$ cat src/rtl/hitwin_pkg.sv
package hitwin_pkg;
  localparam int unsigned WIN_NEW    = 6;
  localparam int unsigned WIN_LEGACY = 3;
  localparam int unsigned RUN_LEN    = 4;

  typedef enum logic {
    MODE_SIX    = 1'b0,
    MODE_LEGACY = 1'b1
  } win_mode_e;
endpackage

$ cat src/rtl/hitwin_run_detect.sv
module hitwin_run_detect #(
  parameter int unsigned RUN_LEN = 4
) (
  input  logic clk,
  input  logic rst,
  input  logic sample_i,
  output logic hit_o
);
  localparam int unsigned RW = $clog2(RUN_LEN + 1);

  logic [RW-1:0] run_q;

  // The hit fires on the sample that completes the run.
  assign hit_o = sample_i && (run_q == RW'(RUN_LEN - 1));

  always_ff @(posedge clk) begin
    if (rst) begin
      run_q <= '0;
    end else if (!sample_i) begin
      run_q <= '0;
    end else if (run_q != RW'(RUN_LEN)) begin
      run_q <= run_q + RW'(1);
    end
  end

  AST_RUN_PRIOR_HIGH: assert property (@(posedge clk) disable iff (rst)
    hit_o |-> $past(sample_i));

  AST_ONE_HIT_PER_RUN: assert property (@(posedge clk) disable iff (rst)
    hit_o |=> !hit_o);
endmodule

$ cat src/rtl/hitwin_window_decode.sv
module hitwin_window_decode
  import hitwin_pkg::*;
#(
  parameter int unsigned POS_W = 10
) (
  input  logic                     clk,
  input  logic                     rst,
  input  logic                     hit_i,
  input  logic                     first_ok_i,
  input  logic [POS_W-1:0]         first_pos_i,
  input  logic [WIN_NEW*POS_W-1:0] lo_bound_i,
  input  win_mode_e                mode_i,
  input  logic                     cfg_bad_i,
  output logic [WIN_NEW-1:0]       win_o
);
  logic [WIN_NEW-1:0] at_or_above;
  logic [WIN_NEW-1:0] below_next;
  logic [WIN_NEW-1:0] active;
  logic [WIN_NEW-1:0] is_last;

  for (genvar k = 0; k < WIN_NEW; k++) begin : g_win
    assign at_or_above[k] = first_pos_i >= lo_bound_i[k*POS_W +: POS_W];
    assign active[k]  = (mode_i == MODE_LEGACY) ? (k < WIN_LEGACY) : 1'b1;
    assign is_last[k] = (mode_i == MODE_LEGACY) ? (k == WIN_LEGACY - 1)
                                                : (k == WIN_NEW - 1);
    if (k == WIN_NEW - 1) begin : g_top
      assign below_next[k] = 1'b1;
    end else begin : g_mid
      assign below_next[k] = !at_or_above[k+1];
    end
    assign win_o[k] = hit_i && first_ok_i && !cfg_bad_i && active[k] &&
                      at_or_above[k] && (is_last[k] || below_next[k]);
  end

  AST_SINGLE_WINDOW: assert property (@(posedge clk) disable iff (rst || cfg_bad_i)
    $onehot0(win_o));
endmodule

$ cat src/rtl/hitwin_cfg_check.sv
module hitwin_cfg_check
  import hitwin_pkg::*;
#(
  parameter int unsigned WIN_UNIT_W = 5
) (
  input  logic                          clk,
  input  logic                          rst,
  input  logic [WIN_NEW*WIN_UNIT_W-1:0] win_start_i,
  input  win_mode_e                     mode_i,
  output logic                          cfg_bad_o
);
  logic bad_c;

  always_comb begin
    bad_c = 1'b0;
    for (int k = 0; k < WIN_NEW - 1; k++) begin
      if ((mode_i == MODE_SIX) || (k + 1 < WIN_LEGACY)) begin
        if (win_start_i[(k+1)*WIN_UNIT_W +: WIN_UNIT_W] <=
            win_start_i[k*WIN_UNIT_W +: WIN_UNIT_W]) begin
          bad_c = 1'b1;
        end
      end
    end
  end

  always_ff @(posedge clk) begin
    if (rst) cfg_bad_o <= 1'b0;
    else     cfg_bad_o <= bad_c;
  end
endmodule

$ cat src/rtl/hitwin_capture.sv
module hitwin_capture #(
  parameter int unsigned DATA_W = 25,
  parameter int unsigned DEPTH  = 16
) (
  input  logic                     clk,
  input  logic                     rst,
  input  logic                     wr_en_i,
  input  logic [DATA_W-1:0]        wr_data_i,
  input  logic [$clog2(DEPTH)-1:0] rd_addr_i,
  output logic [DATA_W-1:0]        rd_data_o
);
  localparam int unsigned AW = $clog2(DEPTH);

  logic [DATA_W-1:0] mem [DEPTH];
  logic [AW-1:0]     wr_ptr;

  always_ff @(posedge clk) begin
    if (rst)          wr_ptr <= '0;
    else if (wr_en_i) wr_ptr <= wr_ptr + AW'(1);
  end

  always_ff @(posedge clk) begin
    if (wr_en_i) mem[wr_ptr] <= wr_data_i;
    rd_data_o <= mem[rd_addr_i];
  end

  AST_CAP_PTR_STEP: assert property (@(posedge clk) disable iff (rst)
    wr_en_i |=> (wr_ptr == $past(wr_ptr) + AW'(1)));
endmodule

$ cat src/rtl/hitwin_classifier.sv
module hitwin_classifier
  import hitwin_pkg::*;
#(
  parameter int unsigned N_WIRES      = 4,
  parameter int unsigned WIN_UNIT_W   = 5,
  parameter int unsigned UNIT_SAMPLES = 10,
  parameter int unsigned POS_W        = 10,
  parameter int unsigned CAP_DEPTH    = 16
) (
  input  logic                          clk,
  input  logic                          rst,
  input  logic                          ref_tick,
  input  logic                          legacy_mode,
  input  logic [WIN_NEW*WIN_UNIT_W-1:0] win_start,
  input  logic [N_WIRES-1:0]            samples,
  output logic [N_WIRES*WIN_NEW-1:0]    flags_out,
  output logic                          flags_valid,
  output logic                          cfg_err,
  input  logic [$clog2(CAP_DEPTH)-1:0]  cap_rd_addr,
  output logic [N_WIRES*WIN_NEW:0]      cap_rd_data
);
  localparam int unsigned FW    = N_WIRES * WIN_NEW;
  localparam int unsigned CW    = FW + 1;
  localparam int unsigned LEADS = RUN_LEN - 1;

  win_mode_e mode;
  assign mode = legacy_mode ? MODE_LEGACY : MODE_SIX;

  // Position of the current sample inside the period.
  logic [POS_W-1:0] pos_q;
  logic [POS_W-1:0] cur_pos;
  logic [POS_W-1:0] first_pos;
  logic             first_ok;
  logic             started_q;

  assign cur_pos   = ref_tick ? '0 : pos_q;
  assign first_ok  = cur_pos >= POS_W'(LEADS);
  assign first_pos = cur_pos - POS_W'(LEADS);

  always_ff @(posedge clk) begin
    if (rst) begin
      pos_q     <= '0;
      started_q <= 1'b0;
    end else begin
      pos_q     <= (cur_pos == '1) ? cur_pos : cur_pos + POS_W'(1);
      started_q <= started_q | ref_tick;
    end
  end

  // Window lower bounds in samples.
  logic [WIN_NEW*POS_W-1:0] lo_bound;
  for (genvar k = 0; k < WIN_NEW; k++) begin : g_bound
    assign lo_bound[k*POS_W +: POS_W] =
      POS_W'(win_start[k*WIN_UNIT_W +: WIN_UNIT_W]) * POS_W'(UNIT_SAMPLES);
  end

  hitwin_cfg_check #(
    .WIN_UNIT_W (WIN_UNIT_W)
  ) u_cfg (
    .clk         (clk),
    .rst         (rst),
    .win_start_i (win_start),
    .mode_i      (mode),
    .cfg_bad_o   (cfg_err)
  );

  // Per-wire hit qualification and window assignment.
  logic [FW-1:0] new_bits;
  for (genvar w = 0; w < N_WIRES; w++) begin : g_wire
    logic hit;

    hitwin_run_detect #(
      .RUN_LEN (RUN_LEN)
    ) u_run (
      .clk      (clk),
      .rst      (rst),
      .sample_i (samples[w]),
      .hit_o    (hit)
    );

    hitwin_window_decode #(
      .POS_W (POS_W)
    ) u_dec (
      .clk         (clk),
      .rst         (rst),
      .hit_i       (hit),
      .first_ok_i  (first_ok),
      .first_pos_i (first_pos),
      .lo_bound_i  (lo_bound),
      .mode_i      (mode),
      .cfg_bad_i   (cfg_err),
      .win_o       (new_bits[w*WIN_NEW +: WIN_NEW])
    );
  end

  // Sticky accumulation, cleared when a period closes.
  logic [FW-1:0] acc_q;
  logic [FW-1:0] closed_flags;
  logic          present;

  assign present      = ref_tick && started_q;
  assign closed_flags = cfg_err ? '0 : acc_q;

  always_ff @(posedge clk) begin
    if (rst) begin
      acc_q       <= '0;
      flags_out   <= '0;
      flags_valid <= 1'b0;
    end else begin
      acc_q       <= (ref_tick ? '0 : acc_q) | new_bits;
      flags_valid <= present;
      if (present) flags_out <= closed_flags;
    end
  end

  hitwin_capture #(
    .DATA_W (CW),
    .DEPTH  (CAP_DEPTH)
  ) u_cap (
    .clk       (clk),
    .rst       (rst),
    .wr_en_i   (present),
    .wr_data_i ({!cfg_err, closed_flags}),
    .rd_addr_i (cap_rd_addr),
    .rd_data_o (cap_rd_data)
  );

  AST_VALID_AFTER_TICK: assert property (@(posedge clk) disable iff (rst)
    flags_valid |-> $past(ref_tick));

  AST_ERR_SILENT: assert property (@(posedge clk) disable iff (rst)
    (flags_valid && $past(cfg_err)) |-> (flags_out == '0));
endmodule

$ cat config.mk
export PLATFORM = sky130hd
export DESIGN_NAME = hitwin_classifier
export DESIGN_NICKNAME = d
export VERILOG_FILES = /design/src/rtl/hitwin_pkg.sv /design/src/rtl/hitwin_run_detect.sv /design/src/rtl/hitwin_window_decode.sv /design/src/rtl/hitwin_cfg_check.sv /design/src/rtl/hitwin_capture.sv /design/src/rtl/hitwin_classifier.sv
export SDC_FILE = /design/constraint.sdc
export NUM_CORES = 1
export LEC_CHECK = 0
export CORE_UTILIZATION = 58
export CTS_BUF_LIST = sky130_fd_sc_hd__clkbuf_8
export CTS_CLUSTER_DIAMETER = 120
export DETAILED_ROUTE_END_ITERATION = 8
export PLACE_DENSITY = 0.77
export SLEW_MARGIN = 25
export SYNTH_ARGS = -nofsm -noshare
export SYNTH_HDL_FRONTEND = slang
export SYNTH_SLANG_ARGS = --single-unit
$ cat constraint.sdc
create_clock -name clk -period 9.87 [get_ports clk]
set_input_delay 1.974 -clock clk [delete_from_list [all_inputs] [get_ports clk]]
set_output_delay 1.974 -clock clk [all_outputs]
set_load 0.1 [all_outputs]
# --- After elaboration in Yosys (flattened, before gate mapping) ---
# Memory sizes are Yosys's and may differ from the RTL's. A register that Yosys moved wholly into a read port is not among the register bits.
# Index checks and enable logic that the tools add are counted.
op_classes:
  n_addsub: 7
  mul: 6
  magnitude_cmp: 12
  eq_ne: 9
  mux: 17
  n_bitwise: 6
  n_reduce_logical: 72
ops:
  columns: ["op", "n"]
  rows:
  - ["1-bit logical AND", 61]
  - ["10-bit by 9-bit greater-or-equal comparator with 1-bit output", 6]
  - ["5-bit by 3-bit multiplier with 8-bit output (second input constant)", 6]
  - ["24-bit two-way mux", 2]
  - ["5-bit less-or-equal comparator", 5]
  - ["24-bit OR", 1]
  - ["10-bit two-way mux", 2]
  - ["1-bit two-way mux", 13]
  - ["3-bit by 1-bit adder with 3-bit output (second input constant)", 4]
  - ["3-bit by 2-bit equality test with 1-bit output (second input constant)", 4]
  - ["3-bit != test (second input constant)", 4]
  - ["10-bit by 1-bit adder with 10-bit output (second input constant)", 1]
  - ["10-bit equality test (second input constant)", 1]
  - ["10-bit by 2-bit greater-or-equal comparator with 1-bit output (second input constant)", 1]
  - ["10-bit by 2-bit subtractor with 10-bit output (second input constant)", 1]
  - ["2-bit OR reduction", 4]
  - ["1-bit zero test", 6]
  - ["4-bit by 1-bit adder with 4-bit output (second input constant)", 1]
  - ["1-bit inverter", 4]
  - ["1-bit logical OR", 1]
  - ["1-bit OR", 1]
totals:
  ff_bits: 77
  ram_bits: 400
  out_inout_bits: 51
  elab_cells: 141
  n_memories: 1
memory_table:
  columns: ["memory", "words", "width", "rd", "rd_clocked_by_memory_dff", "wr", "line", "source"]
  rows:
  - ["u_cap.mem", 16, 25, 1, 1, 1, "hitwin_capture.sv:14", "logic [DATA_W-1:0] mem [DEPTH];"]

# --- Longest topological paths before layout ---
# Gate-level depths: netlist of the first run.
depth:
  ltp_word: 9
  depth_mapped: 12
  depth_no_buf: 12

# --- Hierarchy ---
# Synthesis of the first run repeated with hierarchy kept, for this count alone.
unflattened:
  hier_cells: 2051
  area_unflattened_um2: 26409.1
modules_own_cells:
  columns: ["mod", "n_inst", "cells_each", "area_per_inst_um2", "seq_area_each_um2"]
  rows:
  - ["hitwin_capture", 1, 680, 15772.6, 12592.1]
  - ["hitwin_window_decode (g_wire[0].u_dec ...)", 3, 201, 1487.7, 0.0]
  - ["hitwin_classifier", 1, 400, 3313.2, 1201.2]
  - ["hitwin_window_decode (g_wire[3].u_dec)", 1, 201, 1514.0, 0.0]
  - ["hitwin_run_detect", 4, 19, 171.4, 60.1]
  - ["hitwin_cfg_check", 1, 91, 660.6, 20.0]

# --- Least setup slack after synthesis of the first run ---
# No wires, ideal clock.
synth_path:
  path_kind: "input port to flip-flop"
  startpoint: "input port ref_tick"
  endpoint: "memory u_cap.mem[0][0], enable pin"
  setup_ns: 0.438
  arrival_time_ns: 4.630
  required_time_ns: 9.432
  path_slack_ns: 4.802
  stages: 5
  path_buffers: 2
  path_cell_list: "clkbuf_1 and2_0 clkbuf_1 nand2_1 nor3_1"
synth_via:
  elab_chain_len: 3
synth_rtl:
  columns: ["item", "line", "source"]
  rows:
  - ["start, declared", "hitwin_classifier.sv:12", "input logic ref_tick,"]
  - ["1-bit logical AND", "hitwin_classifier.sv:101", "assign present = ref_tick && started_q;"]
  - ["1-bit two-way mux", "hitwin_capture.sv:23", "if (wr_en_i) mem[wr_ptr] <= wr_data_i;"]
  - ["1-bit two-way mux (implied by the code)", "hitwin_capture.sv:23", null]
  - ["end, declared", "hitwin_capture.sv:14", null]
# Every way passes these cells.

# --- Worst setup path in the final report of the first run ---
layout_path:
  startpoint: "input port ref_tick"
  endpoint: "register acc_q[12]"
layout_via:
  elab_chain_len: 7
layout_rtl:
  columns: ["item", "line", "source"]
  rows:
  - ["parallel branches: the longest is 6 deep, another holds 10-bit by 2-bit subtractor with 10-bit output", null, null]
  - ["24-bit OR (*)", "hitwin_classifier.sv:110", "acc_q <= (ref_tick ? '0 : acc_q) | new_bits;"]
  - ["end signal, assigned", "hitwin_classifier.sv:110", null]
  - ["end, declared", "hitwin_classifier.sv:97", "logic [FW-1:0] acc_q;"]
# Mark *: on every way between the ends.
# A chain may end at the register's enable or synchronous reset.

==> flow_summary_export.csv, run 1 <==
group,metric,value,unit
status,status,"finished clean",
place,globalplace.congestion,0.850,
worst_setup_path,worstSetupStartpoint,"ref_tick",
pwr,switchingPower,0.975,mW
synthesis,synth_top_area_cell,"edfxtp_1",
pwr,power_frac_seq,53.5,%
sta,tns,0,ns
cts,cts_tree,"yes",
cts,cts.sinks,502,
sta,setup_viol,0,
synthesis,synth_fp_nets,1453,
route,firstDrtPassIters,4,
cts,ctsHoldBuffers,0,
synthesis,post-synth-top-count-cell,"edfxtp_1",
die,rows,69,
global_routing,grt_max_degree,69,
job,maxCapViolCount,0,
route,num_vias,11900,
cts,cts_buffer_depth,3,
cts,cts_resized,0,
hold_path,hp-class,"register to register",
sta,slew-limit-headroom,29.8,%
pwr,p_clk_share,38.8,%
route,ant_nets,0,
synthesis,synthFlopType,"edfxtp_1",
sta,post-route-min-period,5.01,ns
cts,clock_latency,0.60,ns
worst_setup_path,endpoint_kind,"register",
hold_path,holdCritStartpoint,"acc_q[16]",
cts,numCtsBuffers,77,
sta,rsz0062_at_grt,"no",
synthesis,synthTopCellsByArea,"edfxtp_1 (56%), mux4_2 (13%), dfxtp_1 (9.6%)",
synthesis,netlist_instances,1294,
pwr,p_per_area,174,mW/mm^2
layout,area_delta_synth_final,14.5,%
pwr,peakVddDrop,0.106,mV
global_routing,grt_overflow_total,0,
cts,clockRootBuffer,"clkbuf_8",
route,drt_first_iter_violations,847,
worst_setup_path,crit_arrival,5.49,ns
pwr,leakage,9.29,nW
layout,layout.nets,1599,
global_routing,grt_util_all_layers,24.9,%
sta,tightest_slew,1.05,ns
synthesis,synth_common_cells,"edfxtp_1 (400), mux4_2 (125), ha_1 (111), nand2_1 (105), dfxtp_1 (102)",
synthesis,netlist_area,0.0214,mm^2
layout,drive_gt1_share,20.3,%
hold_path,hold-path-cell-count,2,
cts,post_cts_buffers,0,
worst_setup_path,r2r_cells,10,
route,avgRoutedWirePerCell,23.1,um
die,chipWidth,194,um
sta,fin_crit_sh,50.8,%
layout,antennaDiodeCount,0,
sta,fmaxAchievable,200,MHz
worst_setup_path,reg2reg_from,"pos_q[0]",
worst_setup_path,cp_max_fo,16,
die,coreArea,0.0359,mm^2
synthesis,async_flop_share,0,%
worst_setup_path,critPathLaunchType,"input pin",
die,io_pins,93,
synthesis,synth_seq_cells,502,
sta,clock_skew,0.0303,ns
sta,maxSlewViolCount,0,
worst_setup_path,worstPathRequired,10.35,ns
route,routed_wl,45300,um
synthesis,yosysUniqueCellTypes,62,
cts,ctsHtreeMaxLevel,3,
sta,holdWs,0.455,ns
pwr,switching_share,22.9,%
worst_setup_path,crit_type,"input pin to register",
synthesis,syn_avg_cell_area,16.5,um^2
global_routing,antenna_found_initial,0,
synthesis,synth_edf_count,400,
synthesis,synth_top_cell_area_share,56.3,%
cts,clk_pin_slew,0.06,ns
sta,hold_violations,0,
layout,num-fill-cells,2358,
synthesis,yosysWarnings,0,
route,drcViolationCount,0,
die,dieHeight,194,um
die,start_util,59.5,%
global_routing,grt_pass1_wl,70000,um
place,dp.final_hpwl,28000,um
place,port_buffers,92,
synthesis,synth_seq_area_share,65.8,%
global_routing,grt_pass1_vias,12300,
pwr,combinationalPowerShare,7.7,%
die,die-area,0.0376,mm^2
route,vias_per_cell,6.06,
pwr,p_int,3.28,mW
cell type report:
cell class | count | area (um^2) | area share (%)
Multi-Input combinational cell | 675 | 6960 | 28.4
Tap cell | 461 | 577 | 2.36
Sequential cell | 502 | 14100 | 57.5
Clock buffer | 93 | 1280 | 5.23
Clock inverter | 50 | 239 | 0.977
Inverter | 68 | 255 | 1.04
Timing Repair Buffer | 116 | 1090 | 4.47
power groups by stage:
stage,sequential [mW],clock (mW),combinational (mW)
6_report,2.28,1.65,0.327
5_1_grt,2.28,1.77,0.358
4_1_cts,2.28,1.69,0.328
3_5_place_dp,2.32,0,0.327
3_3_place_gp,2.32,0,0.320
2_1_floorplan,2.37,0,0.189
logic make-up after synthesis:
kind of cell | after synthesis | share of synthesized area, %
buffers and inverters | 117 | 2.10
and+or+nand+nor | 240 | 5.23
adders and majority gates | 121 | 7.26
DFF | 502 | 65.8
AOI/OAI and AO/OA | 155 | 4.99
muxes | 127 | 13.3
xor gates and xnor gates | 32 | 1.31
flip-flops by register name, indices dropped and copies added, names as in the netlist:
name,count
flags_valid,1
u_cap.mem,400
pos_q,10
u_cfg.cfg_bad_o,1
g_wire.u_run.run_q,12
flags_out,24
acc_q,24
u_cap.rd_data_o,25
started_q,1
u_cap.wr_ptr,4
per-layer routing:
| layer | wire length, um | vias to the layer above | track usage [%] |
|---|---|---|---|
| li1 | - | 5325 | - |
| met1 | 18700 | 6044 | 33.5 |
| met2 | 22700 | 465 | 41.9 |
| met3 | 3110 | 71 | 4.59 |
| met4 | 811 | 0 | 7.44 |
| met5 | 0 | - | 0 |
metrics by stage:
step / utilization (%) / power [mW] / worst slack (ns) / std cells / cell area [um^2]
after floorplan: - / 2.56 / 4.80 / 1294 / 21400
after global placement: 63.7 / 2.64 / 4.43 / 1822 / 22900
after detailed placement: 63.8 / 2.65 / 4.28 / 1822 / 22900
after CTS: 68.0 / 4.29 / 4.92 / 1965 / 24400
after global routing: 68.1 / 4.41 / 4.61 / 1965 / 24500
final: 68.1 / 4.26 / 4.86 / 1965 / 24500
worst paths after layout:
check              endpoint  slack [ns]
setup / recovery  acc_q[12]        4.86
hold / removal    acc_q[16]        0.46
setup reg to reg  acc_q[12]        6.48
hold reg to reg   acc_q[16]        0.46
worst max-delay path: stages:
cell and delay [ns]:
clkdlybuf4s50_1 0.69, inv_1 0.48, nand2_1 0.32, ha_1 0.39, a311oi_1 0.25, nor2_1 0.08
maj3_1 0.35, a221oi_1 0.34, o21ai_2 0.21, o41ai_1 0.39
cell usage in the layout (no fill, tap or decap), types with 3 or more instances in the layout:
cell type / Yosys / routed
edfxtp_1: 400 / 400
clkinvlp_4: 0 / 4
fa_1: 6 / 6
mux4_2: 125 / 125
xor2_1: 12 / 12
o41ai_1: 3 / 3
nand2b_1: 8 / 8
nor3_2: 0 / 4
o2111ai_1: 3 / 3
a32o_1: 8 / 8
nand3_1: 18 / 18
clkinv_1: 0 / 9
o21a_1: 5 / 5
and2_1: 3 / 4
inv_1: 68 / 99
o22ai_1: 5 / 5
o31ai_1: 10 / 10
nor2b_1: 30 / 11
o21ai_0: 8 / 8
nor2b_2: 0 / 19
clkbuf_8: 0 / 93
a211oi_1: 4 / 4
xnor2_1: 20 / 20
a21o_1: 15 / 15
nor2_2: 0 / 12
nand4_1: 7 / 7
or2_2: 3 / 3
clkdlybuf4s50_1: 0 / 88
and3_1: 3 / 3
a31oi_1: 8 / 8
buf_4: 0 / 26
maj3_1: 3 / 3
a21oi_1: 62 / 62
nand2_1: 105 / 104
nor2_1: 46 / 34
clkinv_2: 0 / 4
a22o_1: 4 / 4
dfxtp_1: 102 / 102
ha_1: 111 / 111
Note: power is estimated with default switching activity, not from simulation.
==> inputs of run 2 (changes only) <==
--- a/config.mk
+++ b/config.mk
@@ -5,11 +5,11 @@
 export SDC_FILE = /design/constraint.sdc
 export NUM_CORES = 1
 export LEC_CHECK = 0
-export CORE_UTILIZATION = 58
+export CORE_UTILIZATION = 57
 export CTS_BUF_LIST = sky130_fd_sc_hd__clkbuf_8
 export CTS_CLUSTER_DIAMETER = 120
 export DETAILED_ROUTE_END_ITERATION = 8
-export PLACE_DENSITY = 0.77
+export PLACE_DENSITY = 0.79
 export SLEW_MARGIN = 25
 export SYNTH_ARGS = -nofsm -noshare
 export SYNTH_HDL_FRONTEND = slang
==> constraint.sdc (replaced) <==
create_clock -name clk -period 4.3 [get_ports clk]
set_input_delay 0.86 -clock clk [delete_from_list [all_inputs] [get_ports clk]]
set_output_delay 0.86 -clock clk [all_outputs]
set_load 0.1 [all_outputs]
==> run 2 against run 1 <==
Compared with the run above: clock power up 120%; final area grew 0.34%; die area up 1.7%; critical path type unchanged.
==> flow_summary_export.csv, run 2 (synthesis results as in run 1) <==
group,metric,value,unit
status,status,"finished clean",
route,met3WireLength,3410,um
sta,slew-limit-headroom,27.0,%
pwr,power_frac_seq,54.9,%
cts,ctsHtreeMaxLevel,3,
cts,cts_resized,0,
cts,cts.sinks,502,
worst_setup_path,crit_top_cell,"ha_1",
global_routing,antenna_found_initial,0,
die,rows,70,
hold_path,holdCritStartpoint,"flags_out[22]",
hold_path,hold-path-cell-count,2,
pwr,combinationalPowerShare,7.8,%
global_routing,grt_pass1_wl,69400,um
sta,clock_skew,0.0259,ns
worst_setup_path,rrSetupSlack,0.94,ns
worst_setup_path,crit_arrival,3.92,ns
die,io_pins,93,
cts,ctsHoldBuffers,0,
sta,fin_crit_sh,80.1,%
layout,num-fill-cells,2409,
worst_setup_path,r2r_cells,10,
global_routing,grt_pass1_vias,12300,
cts,post_cts_buffers,0,
sta,tns,0,ns
hold_path,hold_path_end,"flags_out[22]",
route,routed.top_layer,"met4",
place,placed_area,0.0231,mm^2
global_routing,grt_overflow_total,0,
worst_setup_path,worstSetupStartpoint,"win_start[18]",
worst_setup_path,cp_top_family,"adder cells",
worst_setup_path,cp_max_fo,4,
layout,fin_area,0.0245,mm^2
route,drt_first_iter_violations,889,
route,met1_length,17900,um
sta,maxSlewViolCount,0,
worst_setup_path,endpoint_kind,"register",
worst_setup_path,worstReg2RegEnd,"acc_q[0]",
worst_setup_path,cp_slowest_cell,"clkdlybuf4s50_1",
pwr,switching_share,23.0,%
die,die-area,0.0382,mm^2
layout,antennaDiodeCount,0,
die,chipWidth,196,um
layout,reg.largest.list,"u_cap.mem x400, u_cap.rd_data_o x25",
cts,cts_tree,"yes",
route,routed_wl,45400,um
die,start_util,58.2,%
pwr,p_per_area,389,mW/mm^2
worst_setup_path,reg2reg_from,"pos_q[0]",
global_routing,grt_max_degree,101,
sta,setup_viol,0,
sta,tightest_slew,1.09,ns
pwr,switchingPower,2.19,mW
sta,hold_violations,0,
worst_setup_path,slowest_delay,0.54,ns
die,dieHeight,196,um
worst_setup_path,crit_path_cell_trace,"clkdlybuf4s50_1 -> ha_1 -> ha_1 -> fa_1 -> xnor2_1 -> ha_1 -> nand2_1 -> a31o_2 -> a211o_1 -> a211oi_1 -> a21oi_1 -> a32o_1",
place,port_buffers,92,
cts,clk_pin_slew,0.06,ns
layout,largest_reg_flops,400,
cts,cts_buffer_depth,3,
place,dp.final_hpwl,29300,um
route,ant_nets,0,
worst_setup_path,critPathLaunchType,"input pin",
pwr,leakage,9.32,nW
route,num_vias,12000,
pwr,p_clk_share,37.3,%
worst_setup_path,crit_type,"input pin to register",
pwr,peakVddDrop,0.160,mV
sta,fmaxAchievable,290,MHz
layout,area_delta_synth_final,14.9,%
route,avgRoutedWirePerCell,22.9,um
die,coreArea,0.0367,mm^2
job,maxCapViolCount,0,
cts,clock_latency,0.61,ns
hold_path,hp-class,"register to register",
route,met2WireLength,23100,um
layout,final_common_cell,"edfxtp_1",
layout,final_cell_mix,"edfxtp_1 (400), mux4_2 (125), ha_1 (111), nand2_1 (105), dfxtp_1 (101)",
worst_setup_path,critPathBufInv,1,
global_routing,grt_util_all_layers,24.5,%
route,vias_per_cell,6.03,
worst_setup_path,worstPathRequired,4.78,ns
place,globalplace.congestion,0.868,
pwr,p_int,7.35,mW
sta,post-route-min-period,3.44,ns
route,firstDrtPassIters,5,
cts,clockRootBuffer,"clkbuf_8",
layout,layout.nets,1613,
layout,drive_gt1_share,20.7,%
layout,regMostFlops,"u_cap.mem",
cts,numCtsBuffers,76,
sta,rsz0062_at_grt,"no",
route,drcViolationCount,0,
[run 2: cell count changes in the layout (fill, tap and decap cells not counted), sizes merged]
cell           change
clkinv            +10
clkbuf            -11
buf               +16
inv                -3
clkdlybuf4s50      -1
[run 2: cell type report]
type	instances	area [um^2]	area share (%)
flip-flops and latches	502	14100	57.3
inverters	68	255	1.04
clock buffers	82	1130	4.60
multi-input cells	675	6950	28.3
clock inverters	57	274	1.12
repair buffers	131	1290	5.26
well taps	468	586	2.39
[run 2: power by group through the flow]
stage          clock network [mW]  registers [mW]  logic [mW]
2_1_floorplan                   0            5.44       0.433
3_3_place_gp                    0            5.34       0.726
3_5_place_dp                    0            5.34       0.744
4_1_cts                      3.62            5.24       0.748
5_1_grt                      3.84            5.24       0.815
6_report                     3.56            5.24       0.743
[run 2: worst max-delay path by stage]
stage | endpoint | slack (ns) | cells past startpoint
floorplan | u_cap.mem[0][0] | 0.35 | 5
global placement | acc_q[20] | 0.32 | 12
detailed placement | acc_q[8] | 0.24 | 12
CTS | acc_q[8] | 0.87 | 12
global route | acc_q[6] | 0.66 | 10
finish | acc_q[8] | 0.86 | 12
[run 2: through the flow]
| step | total power [mW] | util (%) | hold slack, ns | setup WS (ns) | instances |
|---|---|---|---|---|---|
| after detailed placement | 6.08 | 62.9 | 0.437 | 0.236 | 1844 |
| after global routing | 9.89 | 66.9 | 0.471 | 0.658 | 1983 |
| final | 9.54 | 66.9 | 0.453 | 0.855 | 1983 |
| after floorplan | 5.87 | - | 0.412 | 0.346 | 1294 |
| after global placement | 6.06 | 62.9 | 0.430 | 0.317 | 1844 |
| after CTS | 9.60 | 66.8 | 0.450 | 0.867 | 1983 |
[run 2: layer usage]
metal  track usage [%]  vias up
met1              31.2     6045
li1                  -     5356
met4              8.37        0
met5                 0        -
met2              42.1      488
met3              4.96       76
[run 2: worst register-to-register path: stages (launching register included)]
cell,delay [ns]
dfxtp_1,0.44
a211o_4,0.43
xor2_1,0.18
nand2_1,0.24
ha_1,0.39
a311oi_1,0.26
nor2_1,0.08
maj3_1,0.36
a221oi_1,0.34
o21ai_2,0.20
o41ai_1,0.35
==> inputs of run 3 (changes only) <==
--- a/config.mk
+++ b/config.mk
@@ -5,11 +5,11 @@
 export SDC_FILE = /design/constraint.sdc
 export NUM_CORES = 1
 export LEC_CHECK = 0
-export CORE_UTILIZATION = 57
+export CORE_UTILIZATION = 58
 export CTS_BUF_LIST = sky130_fd_sc_hd__clkbuf_8
 export CTS_CLUSTER_DIAMETER = 120
 export DETAILED_ROUTE_END_ITERATION = 8
-export PLACE_DENSITY = 0.79
+export PLACE_DENSITY = 0.77
 export SLEW_MARGIN = 25
 export SYNTH_ARGS = -nofsm -noshare
 export SYNTH_HDL_FRONTEND = slang
==> constraint.sdc (replaced) <==
create_clock -name clk -period 3.55 [get_ports clk]
set_input_delay 0.71 -clock clk [delete_from_list [all_inputs] [get_ports clk]]
set_output_delay 0.71 -clock clk [all_outputs]
set_load 0.1 [all_outputs]
==> run 3 against run 2 <==
Compared with the run above: via count is 2.1% higher; sequential share of layout area is 0.84 points lower; clock skew is 0.0017 ns lower; die area is 1.7% lower; register-to-register slack worse by 0.56 ns; highest routed layer unchanged; worst hold slack better by 0.0030 ns; combinational power is 26% higher; largest power group unchanged.
==> flow_summary_export.csv, run 3 (synthesis results as in run 1) <==
group,metric,value,unit
sta,post-route-min-period,3.23,ns
sta,rsz0062_at_grt,"no",
job,maxCapViolCount,0,
global_routing,grt_pass1_wl,71100,um
cts,cts_buffer_depth,3,
route,firstDrtPassIters,5,
layout,drive_gt1_share,23.2,%
layout,largest_reg_flops,400,
layout,regArea,0.0141,mm^2
status,status,"finished clean",
layout,fin_area,0.0249,mm^2
sta,fin_crit_sh,91.1,%
place,globalplace.congestion,0.882,
cts,cts_resized,0,
sta,fmaxAchievable,309,MHz
pwr,p_per_area,468,mW/mm^2
worst_setup_path,crit_arrival,3.74,ns
die,io_pins,93,
die,coreArea,0.0359,mm^2
hold_path,hp-class,"register to register",
layout,reg.largest.list,"u_cap.mem x400, u_cap.rd_data_o x25",
route,routed_wl,46400,um
layout,final_common_cell,"edfxtp_1",
die,dieHeight,194,um
cts,clock_latency,0.61,ns
die,chipWidth,194,um
cts,ctsHoldBuffers,0,
cts,cts_tree,"yes",
sta,setup_viol,0,
pwr,peakVddDrop,0.265,mV
layout,area_delta_synth_final,16.6,%
worst_setup_path,critPathBufInv,1,
worst_setup_path,cp_max_fo,4,
route,drcViolationCount,0,
worst_setup_path,crit_type,"input pin to register",
cts,clk_pin_slew,0.07,ns
sta,maxSlewViolCount,0,
sta,hold_violations,0,
place,placed_area,0.0234,mm^2
route,avgRoutedWirePerCell,23.0,um
cts,numCtsBuffers,76,
worst_setup_path,slowest_delay,0.43,ns
worst_setup_path,critPathLaunchType,"input pin",
cts,clockRootBuffer,"clkbuf_8",
die,start_util,59.5,%
place,dp.final_hpwl,29700,um
route,num_vias,12200,
layout,layout.nets,1654,
layout,regMostFlops,"u_cap.mem",
place,placedCellCount,1878,
worst_setup_path,cp_top_family,"adder cells",
sta,clock_skew,0.0243,ns
route,drt_first_iter_violations,963,
pwr,leakage,9.55,nW
worst_setup_path,rrSetupSlack,0.38,ns
cts,cts.sinks,502,
global_routing,grt_max_degree,44,
worst_setup_path,cp_slowest_cell,"fa_1",
sta,holdWs,0.456,ns
route,vias_per_cell,6.06,
global_routing,grt_util_all_layers,25.4,%
route,ant_nets,0,
die,die-area,0.0376,mm^2
global_routing,grt_overflow_total,0,
worst_setup_path,crit_top_cell,"ha_1",
place,port_buffers,92,
global_routing,antenna_found_initial,0,
worst_setup_path,endpoint_kind,"register",
worst_setup_path,worstPathRequired,4.05,ns
layout,antennaDiodeCount,0,
die,rows,69,
layout,final_cell_mix,"edfxtp_1 (400), mux4_2 (125), ha_1 (111), nand2_1 (105), dfxtp_1 (101)",
layout,instances_no_fill,2017,
layout,multi_input_comb_area,0.00696,mm^2
layout,num-fill-cells,2308,
cts,ctsHtreeMaxLevel,3,
cts,post_cts_buffers,0,
sta,tightest_slew,1.05,ns
sta,slew-limit-headroom,30.0,%
global_routing,grt_pass1_vias,12500,
worst_setup_path,crit_path_cell_trace,"clkdlybuf4s50_1 -> ha_1 -> ha_1 -> fa_1 -> xnor2_1 -> ha_1 -> nand2_1 -> a31o_2 -> a211o_1 -> a211oi_1 -> a21oi_1 -> a32o_1",
run 3: area by class of cell:
type | count | area share, %
Tap cell | 461 | 2.32
Clock inverter | 55 | 1.07
Clock buffer | 84 | 4.64
Sequential cell | 502 | 56.4
Inverter | 68 | 1.03
Multi-Input combinational cell | 675 | 27.9
Timing Repair Buffer | 172 | 6.56
run 3: stage by stage:
step	TNS [ns]	power (mW)	worst slack, ns	utilization (%)
after floorplan	0	7.11	0.0537	-
after global placement	-2.03	7.38	-0.219	65.3
after detailed placement	-3.75	7.40	-0.294	65.3
after CTS	0	11.7	0.372	69.2
after global routing	0	12.1	0.143	69.3
final	0	11.7	0.316	69.3
run 3: worst register-to-register path, stage by stage (launching register included):
cell and delay [ns]:
dfxtp_1 0.39, or4_1 0.58, or2_1 0.29, xor2_1 0.17, nand2_1 0.12, ha_1 0.31
nand2_1 0.07, a31o_2 0.21, a211o_1 0.28, a211oi_1 0.24, a21oi_1 0.12, a32o_1 0.29
run 3: report_power, final:
part | switching [mW] | total (mW) | internal, mW
Combinational | 0.534 | 0.937 | 0.402
Sequential | 0.0287 | 6.34 | 6.31
Clock | 2.13 | 4.38 | 2.25
run 3: routing by layer:
layer	global-route usage, %	part of all wire (%)	wire length, um
met1	32.5	39	18200
met5	0	0	0
met4	11.4	3.6	1680
met3	4.45	6.5	3030
met2	42.9	51	23500
run 3: path summary, 6_finish.rpt:
path | from | cells after the start | to
setup reg to reg | pos_q[6] | 11 | acc_q[20]
hold reg to reg | flags_out[5] | 2 | flags_out[5]
setup / recovery | win_start[16] | 12 | acc_q[20]
hold / removal | flags_out[5] | 2 | flags_out[5]
